### config.mk
export PLATFORM = sky130hd
export DESIGN_NAME = gbx67_tx
export DESIGN_NICKNAME = d
export VERILOG_FILES = /design/src/rtl/gbx_pkg.sv /design/src/rtl/gbx_occupancy.sv /design/src/rtl/gbx_residue.sv /design/src/rtl/gbx67_tx.sv
export SDC_FILE = /design/constraint.sdc
export NUM_CORES = 1
export LEC_CHECK = 0
export BUFFER_PORTS_ARGS = -buffer_cell sky130_fd_sc_hd__buf_2
export CORE_ASPECT_RATIO = 0.8
export CORE_MARGIN = 2
export CORE_UTILIZATION = 30
export CTS_BUF_LIST = sky130_fd_sc_hd__clkbuf_8
export DETAILED_ROUTE_END_ITERATION = 7
export GPL_TIMING_DRIVEN = 0
export SETUP_SLACK_MARGIN = 0.15
export SLEW_MARGIN = 20
export SYNTH_ARGS = -nofsm -noshare
export SYNTH_HDL_FRONTEND = slang
export SYNTH_HIERARCHICAL = 1
export SYNTH_SLANG_ARGS = --single-unit
### constraint.sdc
create_clock -name clk -period 3.9 [get_ports clk]
set_input_delay 0.195 -clock clk [delete_from_list [all_inputs] [get_ports clk]]
set_output_delay 0.195 -clock clk [all_outputs]
set_load 0.02 [all_outputs]
### src/rtl/gbx_pkg.sv
package gbx_pkg;
  parameter int unsigned GBX_HDR_W  = 3;
  parameter int unsigned GBX_DATA_W = 64;
  parameter int unsigned GBX_LANE_W = 20;

  // bits needed to count 0..maxv
  function automatic int unsigned gbx_cnt_bits(input int unsigned maxv);
    return $clog2(maxv + 1);
  endfunction
endpackage

### src/rtl/gbx_occupancy.sv
module gbx_occupancy #(
  parameter int unsigned IN_W   = 67,
  parameter int unsigned LANE_W = 20,
  parameter int unsigned BUF_W  = 86,
  parameter int unsigned CNT_W  = 7
) (
  input  logic             clk,
  input  logic             rst_n,
  input  logic             run_en,
  input  logic             in_valid,
  output logic             in_ready,
  output logic             out_valid,
  output logic             push,
  output logic [CNT_W-1:0] cnt_left
);
  localparam logic [CNT_W-1:0] LANE_C  = CNT_W'(LANE_W);
  localparam logic [CNT_W-1:0] IN_C    = CNT_W'(IN_W);
  localparam logic [CNT_W-1:0] ROOM_C  = CNT_W'(BUF_W - IN_W);

  logic [CNT_W-1:0] cnt_q, cnt_d;

  always_comb begin
    out_valid = (cnt_q >= LANE_C);
    cnt_left  = out_valid ? (cnt_q - LANE_C) : cnt_q;
    in_ready  = run_en && (cnt_left <= ROOM_C);
    push      = in_valid && in_ready;
    cnt_d     = push ? (cnt_left + IN_C) : cnt_left;
  end

  always_ff @(posedge clk or negedge rst_n) begin
    if (!rst_n)                 cnt_q <= '0;
    else if (out_valid || push) cnt_q <= cnt_d;
  end


  no_overflow_chk: assert property (@(posedge clk) disable iff (!rst_n)
    cnt_q <= CNT_W'(BUF_W));


  pop_count_chk: assert property (@(posedge clk) disable iff (!rst_n)
    (out_valid && !push) |=> (cnt_q == $past(cnt_q) - LANE_C));


  empty_ready_chk: assert property (@(posedge clk) disable iff (!rst_n)
    (run_en && !out_valid) |-> in_ready);


  no_gap_chk: assert property (@(posedge clk) disable iff (!rst_n)
    push |=> out_valid);


  first_out_chk: assert property (@(posedge clk) disable iff (!rst_n)
    $rose(out_valid) |-> $past(push));
endmodule

### src/rtl/gbx_residue.sv
module gbx_residue #(
  parameter int unsigned IN_W   = 67,
  parameter int unsigned LANE_W = 20,
  parameter int unsigned BUF_W  = 86,
  parameter int unsigned CNT_W  = 7
) (
  input  logic              clk,
  input  logic              rst_n,
  input  logic              pop,
  input  logic              push,
  input  logic [CNT_W-1:0]  cnt_left,
  input  logic [IN_W-1:0]   in_word,
  output logic [LANE_W-1:0] out_word
);
  localparam int unsigned PAD_W = BUF_W - IN_W;

  // valid bits are left-aligned: oldest bit at BUF_W-1
  logic [BUF_W-1:0] buf_q, buf_d, shifted, aligned;

  always_comb begin
    shifted = pop ? (buf_q << LANE_W) : buf_q;
    aligned = {in_word, {PAD_W{1'b0}}} >> cnt_left;
    buf_d   = push ? (shifted | aligned) : shifted;
  end

  always_ff @(posedge clk or negedge rst_n) begin
    if (!rst_n)           buf_q <= '0;
    else if (pop || push) buf_q <= buf_d;
  end

  assign out_word = buf_q[BUF_W-1 -: LANE_W];


  hold_chk: assert property (@(posedge clk) disable iff (!rst_n)
    (!pop && !push) |=> $stable(out_word));
endmodule

### src/rtl/gbx67_tx.sv
module gbx67_tx
  import gbx_pkg::*;
#(
  parameter int unsigned HDR_W  = GBX_HDR_W,
  parameter int unsigned DATA_W = GBX_DATA_W,
  parameter int unsigned LANE_W = GBX_LANE_W
) (
  input  logic              clk,
  input  logic              rst_n,
  input  logic              in_valid,
  output logic              in_ready,
  input  logic [HDR_W-1:0]  in_hdr,
  input  logic [DATA_W-1:0] in_data,
  output logic              out_valid,
  output logic [LANE_W-1:0] out_word
);
  localparam int unsigned IN_W  = HDR_W + DATA_W;
  localparam int unsigned BUF_W = IN_W + LANE_W - 1;
  localparam int unsigned CNT_W = gbx_cnt_bits(BUF_W);

  logic [1:0]       rst_sync_q;
  logic             rst_int_n;
  logic             push;
  logic [CNT_W-1:0] cnt_left;

  always_ff @(posedge clk or negedge rst_n) begin
    if (!rst_n) rst_sync_q <= 2'b00;
    else        rst_sync_q <= {rst_sync_q[0], 1'b1};
  end
  assign rst_int_n = rst_sync_q[1];

  gbx_occupancy #(
    .IN_W(IN_W), .LANE_W(LANE_W), .BUF_W(BUF_W), .CNT_W(CNT_W)
  ) i_occ (
    .clk(clk), .rst_n(rst_int_n), .run_en(rst_int_n),
    .in_valid(in_valid), .in_ready(in_ready), .out_valid(out_valid),
    .push(push), .cnt_left(cnt_left)
  );

  gbx_residue #(
    .IN_W(IN_W), .LANE_W(LANE_W), .BUF_W(BUF_W), .CNT_W(CNT_W)
  ) i_res (
    .clk(clk), .rst_n(rst_int_n), .pop(out_valid), .push(push),
    .cnt_left(cnt_left), .in_word({in_hdr, in_data}), .out_word(out_word)
  );
endmodule

# Word-level counts from Yosys, hierarchy flattened
# Index checks and enable logic that the tools add are counted.
# classes
shifts	1
mux	4
n_reduce_logical	3
order_cmp	2
bitwise	1
addsub	2
# ops
op	count
2-to-1 mux 86 bit	2
OR 86 bit	1
right shift 86 x 7 -> 86 bit	1
2-to-1 mux 7 bit	2
adder 7 bit, second input constant	1
greater-or-equal comparator 7 x 5 -> 1 bit, second input constant	1
<= comparator 7 x 5 -> 1 bit, second input constant	1
subtractor 7 x 5 -> 7 bit, second input constant	1
logical AND 1 bit	2
logical OR 1 bit	1
# word_totals
word_cells	16
regBits	95

# Depth between registers and ports, before layout
# depth
word_depth	6
mapped_depth	18
depth_no_buf	14

# Cells and area by module
# The synthesis kept the hierarchy.
# by_module_without_submodules
mod	area_per_inst_um2	cells_each	seq_area_each_um2	instances
gbx_residue	9940.8	1083	2152.1	1
gbx_occupancy	664.4	70	175.2	1
gbx67_tx	53.8	3	50.0	1

# Worst setup path before layout
# OpenSTA, ideal clock, no wires.
# synth_path
path_type	register to register
startpoint	register rst_sync_q[1]
endpoint	register i_res.buf_q[12]
n_path_buf	3
path_stages_with_launch	10
path_slack_ns	-0.380
required_ns	3.818
arrival_ns	4.198
path_cell_list	dfrtp_1 o2111a_1 nand3_2 inv_2 clkbuf_1 nor2b_1 clkbuf_1 clkbuf_1 o21ai_0 o22ai_1
# synth_via
elab_chain_len	3
elab_cells_between_ends	4
# synth_rtl
element	line	text
start, declared	gbx67_tx.sv:21	logic [1:0] rst_sync_q;
start signal, assigned	gbx67_tx.sv:28	else rst_sync_q <= {rst_sync_q[0], 1'b1};
logical AND 1 bit (*)	gbx_occupancy.sv:25	in_ready = run_en && (cnt_left <= ROOM_C);
logical AND 1 bit (*)	gbx_occupancy.sv:26	push = in_valid && in_ready;
net push	gbx67_tx.sv:23	logic push;
2-to-1 mux 86 bit / logical OR 1 bit (equally long branches)	gbx_residue.sv:23, gbx_residue.sv:28	
end signal, assigned	gbx_residue.sv:28	else if (pop || push) buf_q <= buf_d;
end, declared	gbx_residue.sv:18	logic [BUF_W-1:0] buf_q, buf_d, shifted, aligned;
# The timed path passes the listed nets; every way through them passes the cells marked *.
# A chain may end at the register's enable or synchronous reset.

# Worst setup path after layout
# layout_path
startpoint	register i_occ.cnt_q[3]
endpoint	register i_res.buf_q[12]
# layout_via
elab_chain_len	6
elab_cells_between_ends	11
# layout_rtl
element	line	text
start, declared	gbx_occupancy.sv:20	logic [CNT_W-1:0] cnt_q, cnt_d;
start signal, assigned	gbx_occupancy.sv:32	else if (out_valid || push) cnt_q <= cnt_d;
subtractor 7 x 5 -> 7 bit / greater-or-equal comparator 7 x 5 -> 1 bit (equally long branches)	gbx_occupancy.sv:24, gbx_occupancy.sv:23	
2-to-1 mux 7 bit (*)	gbx_occupancy.sv:24	cnt_left = out_valid ? (cnt_q - LANE_C) : cnt_q;
net cnt_left[3]	gbx67_tx.sv:24	logic [CNT_W-1:0] cnt_left;
parallel branches: the longest is 4 deep, another holds right shift 86 x 7 -> 86 bit	--	
# Mark *: on every way through the listed nets, which the timed path passes.

==> flow_metrics.env <==
export IMPL_status="complete, no violations"
export IMPL_synth_compound_area_share_pct=22.6
export IMPL_synth_adder_area_share_pct=0.587
export IMPL_wl_microns=56600
export IMPL_use_met1_pct=42.2
export IMPL_synthArstFlopShare_pct=100
export IMPL_fin_crit_ns=3.74
export IMPL_synthXorXnorAreaFrac_pct=0.411
export IMPL_cts_root_buf="clkbuf_8"
export IMPL_track_usage_pct=29.9
export IMPL_cpPeakStageDelay_ns=0.69
export IMPL_synthFlopType="dfrtp_1"
export IMPL_crit_required_ns=4.24
export IMPL_startpoint_type="flop"
export IMPL_synthMuxAreaShare_pct=33.8
export IMPL_hold_ws_ns=0.0857
export IMPL_grt_pass1_vias=11300
export IMPL_syn_inst=1156
export IMPL_num_fill_cells=3567
export IMPL_cts_max_path_buffers=2
export IMPL_synth_edff_count=0
export IMPL_fin_crit_sh_pct=95.9
export IMPL_busiest_layer="met2"
export IMPL_grt_met3_usage_pct=8.80
export IMPL_yosysTopAreaCellShare_pct=22.3
export IMPL_drive_above_1_share_pct=37.5
export IMPL_dr_pass1_iters=6
export IMPL_htreeDepth=3
export IMPL_maxSlewViolCount=0
export IMPL_rsz0062_at_grt="no"
export IMPL_cts_made_buffers=9
export IMPL_synthTopCellsByCount="mux2i_1, nand2_1, nor2_1"
export IMPL_crit_path_top_delay_cell="nor3_2"
export IMPL_rows=61
export IMPL_cts_tree="built"
export IMPL_slew_headroom_pct=35.7
export IMPL_crit_chain="inv_1 > ha_2 > a311oi_4 > and2_4 > inv_2 > nand2_2 > o21ai_4 > inv_2 > buf_12 > clkinvlp_4 > clkbuf_2 > nor3_2 > o2111ai_1 > nand3_1 > a31oi_1 > o22ai_1"
export IMPL_hpwl_microns=44600
export IMPL_critPathMaxFanout=10
export IMPL_cp_end_kind="flop"
export IMPL_critPathArrivalTime_ns=4.08
export IMPL_grt_pass1_wl_microns=81600
export IMPL_synth_fp_nets=1231
export IMPL_drtAntennaViolNets=0
export IMPL_gp_congestion=1.04
export IMPL_pin_count=92
export IMPL_vias=11900
export IMPL_nNetsFinal=1371
export IMPL_yosys_warnings=6
export IMPL_wl_per_cell_microns=31.9
export IMPL_area_growth_pct=20.8
export IMPL_initial_core_util_pct=30.6
export IMPL_floorplan_die_area_sq_um=37100
export IMPL_grt_ovfl_total=0
export IMPL_clk_pin_slew_ns=0.11
export IMPL_synth_area_sq_um=10700
export IMPL_yosysMostFrequentCell="mux2i_1"
export IMPL_yosys_top_cells_area="dfrtp_1, mux4_2, mux2i_1"
export IMPL_cts_sinks=95
export IMPL_worstMarginPinSlew_ns=0.965
export IMPL_drt_initial_drc_count=2067
export IMPL_path_class="flop to flop"
export IMPL_synth_cell_types=87
export IMPL_max_cap_violations=0
export IMPL_antenna_found_initial=2
export IMPL_die_h_microns=173
export IMPL_syn_avg_cell_area_sq_um=9.22
export IMPL_synth_top_family_by_area="multiplexers"
export IMPL_die_w_microns=215
export IMPL_hp_class="primary input to asynchronous set/reset pin"
export IMPL_setup_violations=0
export IMPL_ys_ff_latch=95
export IMPL_grt_start_max_net_pins=52
export IMPL_fp_coreArea_sq_um=34900
export IMPL_synth_top_area_cell="dfrtp_1"
export IMPL_vias_per_cell=6.70
export IMPL_fin_skew_ns=0.0107
export IMPL_drc_errors=0
export IMPL_synth_seq_area_share_pct=22.3
export IMPL_crit_top_cell="inv_2"
export IMPL_clk_latency_ns=0.40
export IMPL_yosys_area_share_simple_pct=13.4
export IMPL_port_buffers=91
export IMPL_hold_viol=0
export IMPL_max_freq_mhz=267
export IMPL_grt_use_met2_pct=43.0
[worst max-delay path: cells and delay by family (launching register included)]
family	cells	cell delay, ns
AND/OR/NAND/NOR	4	1.28
AO/OA/AOI/OAI	5	0.91
flip-flops	1	0.40
buffers and inverters	6	0.87
adder cells (fa/ha/maj)	1	0.19
[kinds of logic (layout without fill, tap and decap cells)]
| group | after synthesis | in the layout |
|---|---|---|
| adders and majority gates | 5 | 5 |
| DFF | 95 | 95 |
| and+or+nand+nor | 312 | 312 |
| other | 1 | 3 |
| muxes | 265 | 265 |
| AOI/OAI and AO/OA | 334 | 334 |
| xor gates and xnor gates | 5 | 5 |
| buffers and inverters | 139 | 284 |
[layer usage]
| layer | wire (microns) | vias to the layer above |
|---|---|---|
| met5 | 0 | - |
| met4 | 2780 | 0 |
| met3 | 7810 | 197 |
| met2 | 23000 | 1016 |
| met1 | 23000 | 5926 |
| li1 | - | 4751 |
[metrics by stage]
stage | worst slack [ns] | utilization [%] | setup TNS, ns | cell area [sq um] | std cells
after global placement | -1.13 | 33.6 | -56.20 | 11700 | 1719
after detailed placement | -1.07 | 33.7 | -54.00 | 11800 | 1721
after floorplan | 0.218 | - | 0 | 10700 | 1156
after CTS | 0.160 | 36.1 | 0 | 12600 | 1763
final | 0.160 | 36.9 | 0 | 12900 | 1775
after global routing | 0.147 | 36.9 | 0 | 12900 | 1773
[what timing repair did]
item	4_1_cts	5_1_grt
setup buffers	25	9
endpoints found under the setup margin	85	85
gates cloned	0	1
endpoints found under the hold margin	2	0
gates resized for setup	119	62
hold buffers	1	0
pin swaps	10	7
[worst paths after layout]
check | cells after the start | slack, ns | to | start
setup / recovery | 16 | 0.16 | i_res/buf_q[12]$_DFFE_PN0P_ | i_occ/cnt_q[3]$_DFFE_PN0P_
hold reg to reg | 0 | 0.18 | i_occ/cnt_q[5]$_DFFE_PN0P_ | rst_sync_q[1]$_DFF_PN0_
hold / removal | 2 | 0.09 | rst_sync_q[1]$_DFF_PN0_ | rst_n
setup reg to reg | 16 | 0.16 | i_res/buf_q[12]$_DFFE_PN0P_ | i_occ/cnt_q[3]$_DFFE_PN0P_
min in group clk | 3 | 0.12 | i_occ/cnt_q[4]$_DFFE_PN0P_ | in_valid
max in group asynchronous | 2 | 2.94 | i_res/buf_q[56]$_DFFE_PN0P_ | rst_sync_q[1]$_DFF_PN0_
[final cells by class]
| class | instances | area [sq um] | share of cell area [%] |
|---|---|---|---|
| Clock inverter | 7 | 73.8 | 0.573 |
| Multi-Input combinational cell | 922 | 8010 | 62.2 |
| Clock buffer | 9 | 124 | 0.962 |
| Sequential cell | 95 | 2390 | 18.5 |
| Timing Repair Buffer | 129 | 793 | 6.16 |
| Inverter | 22 | 86.3 | 0.670 |
| Tap cell | 472 | 591 | 4.59 |
| Antenna cell | 2 | 5.00 | 0.0389 |
| Buffer | 117 | 806 | 6.26 |
[state kept, by name, summed over array words and instances (netlist names)]
| name | cells |
|---|---|
| i_occ/cnt_q | 7 |
| i_res/buf_q | 86 |
| rst_sync_q | 2 |
[layout by cell type (no fill, tap or decap), types with 25 or more instances in the layout]
cell type | netlist | routed
clkbuf_2 | 0 | 26
mux2i_1 | 117 | 105
dfrtp_1 | 95 | 90
nor2_1 | 101 | 91
a21oi_1 | 41 | 35
mux2_2 | 80 | 79
buf_2 | 25 | 109
nor2b_1 | 30 | 28
nand2_1 | 109 | 106
buf_4 | 25 | 62
o21ai_0 | 64 | 59
mux4_2 | 64 | 64
o22ai_1 | 30 | 25
Power is left out: the tool's default activity adds up to more than one toggle a clock period on the data nets, which glitch-free logic cannot reach.
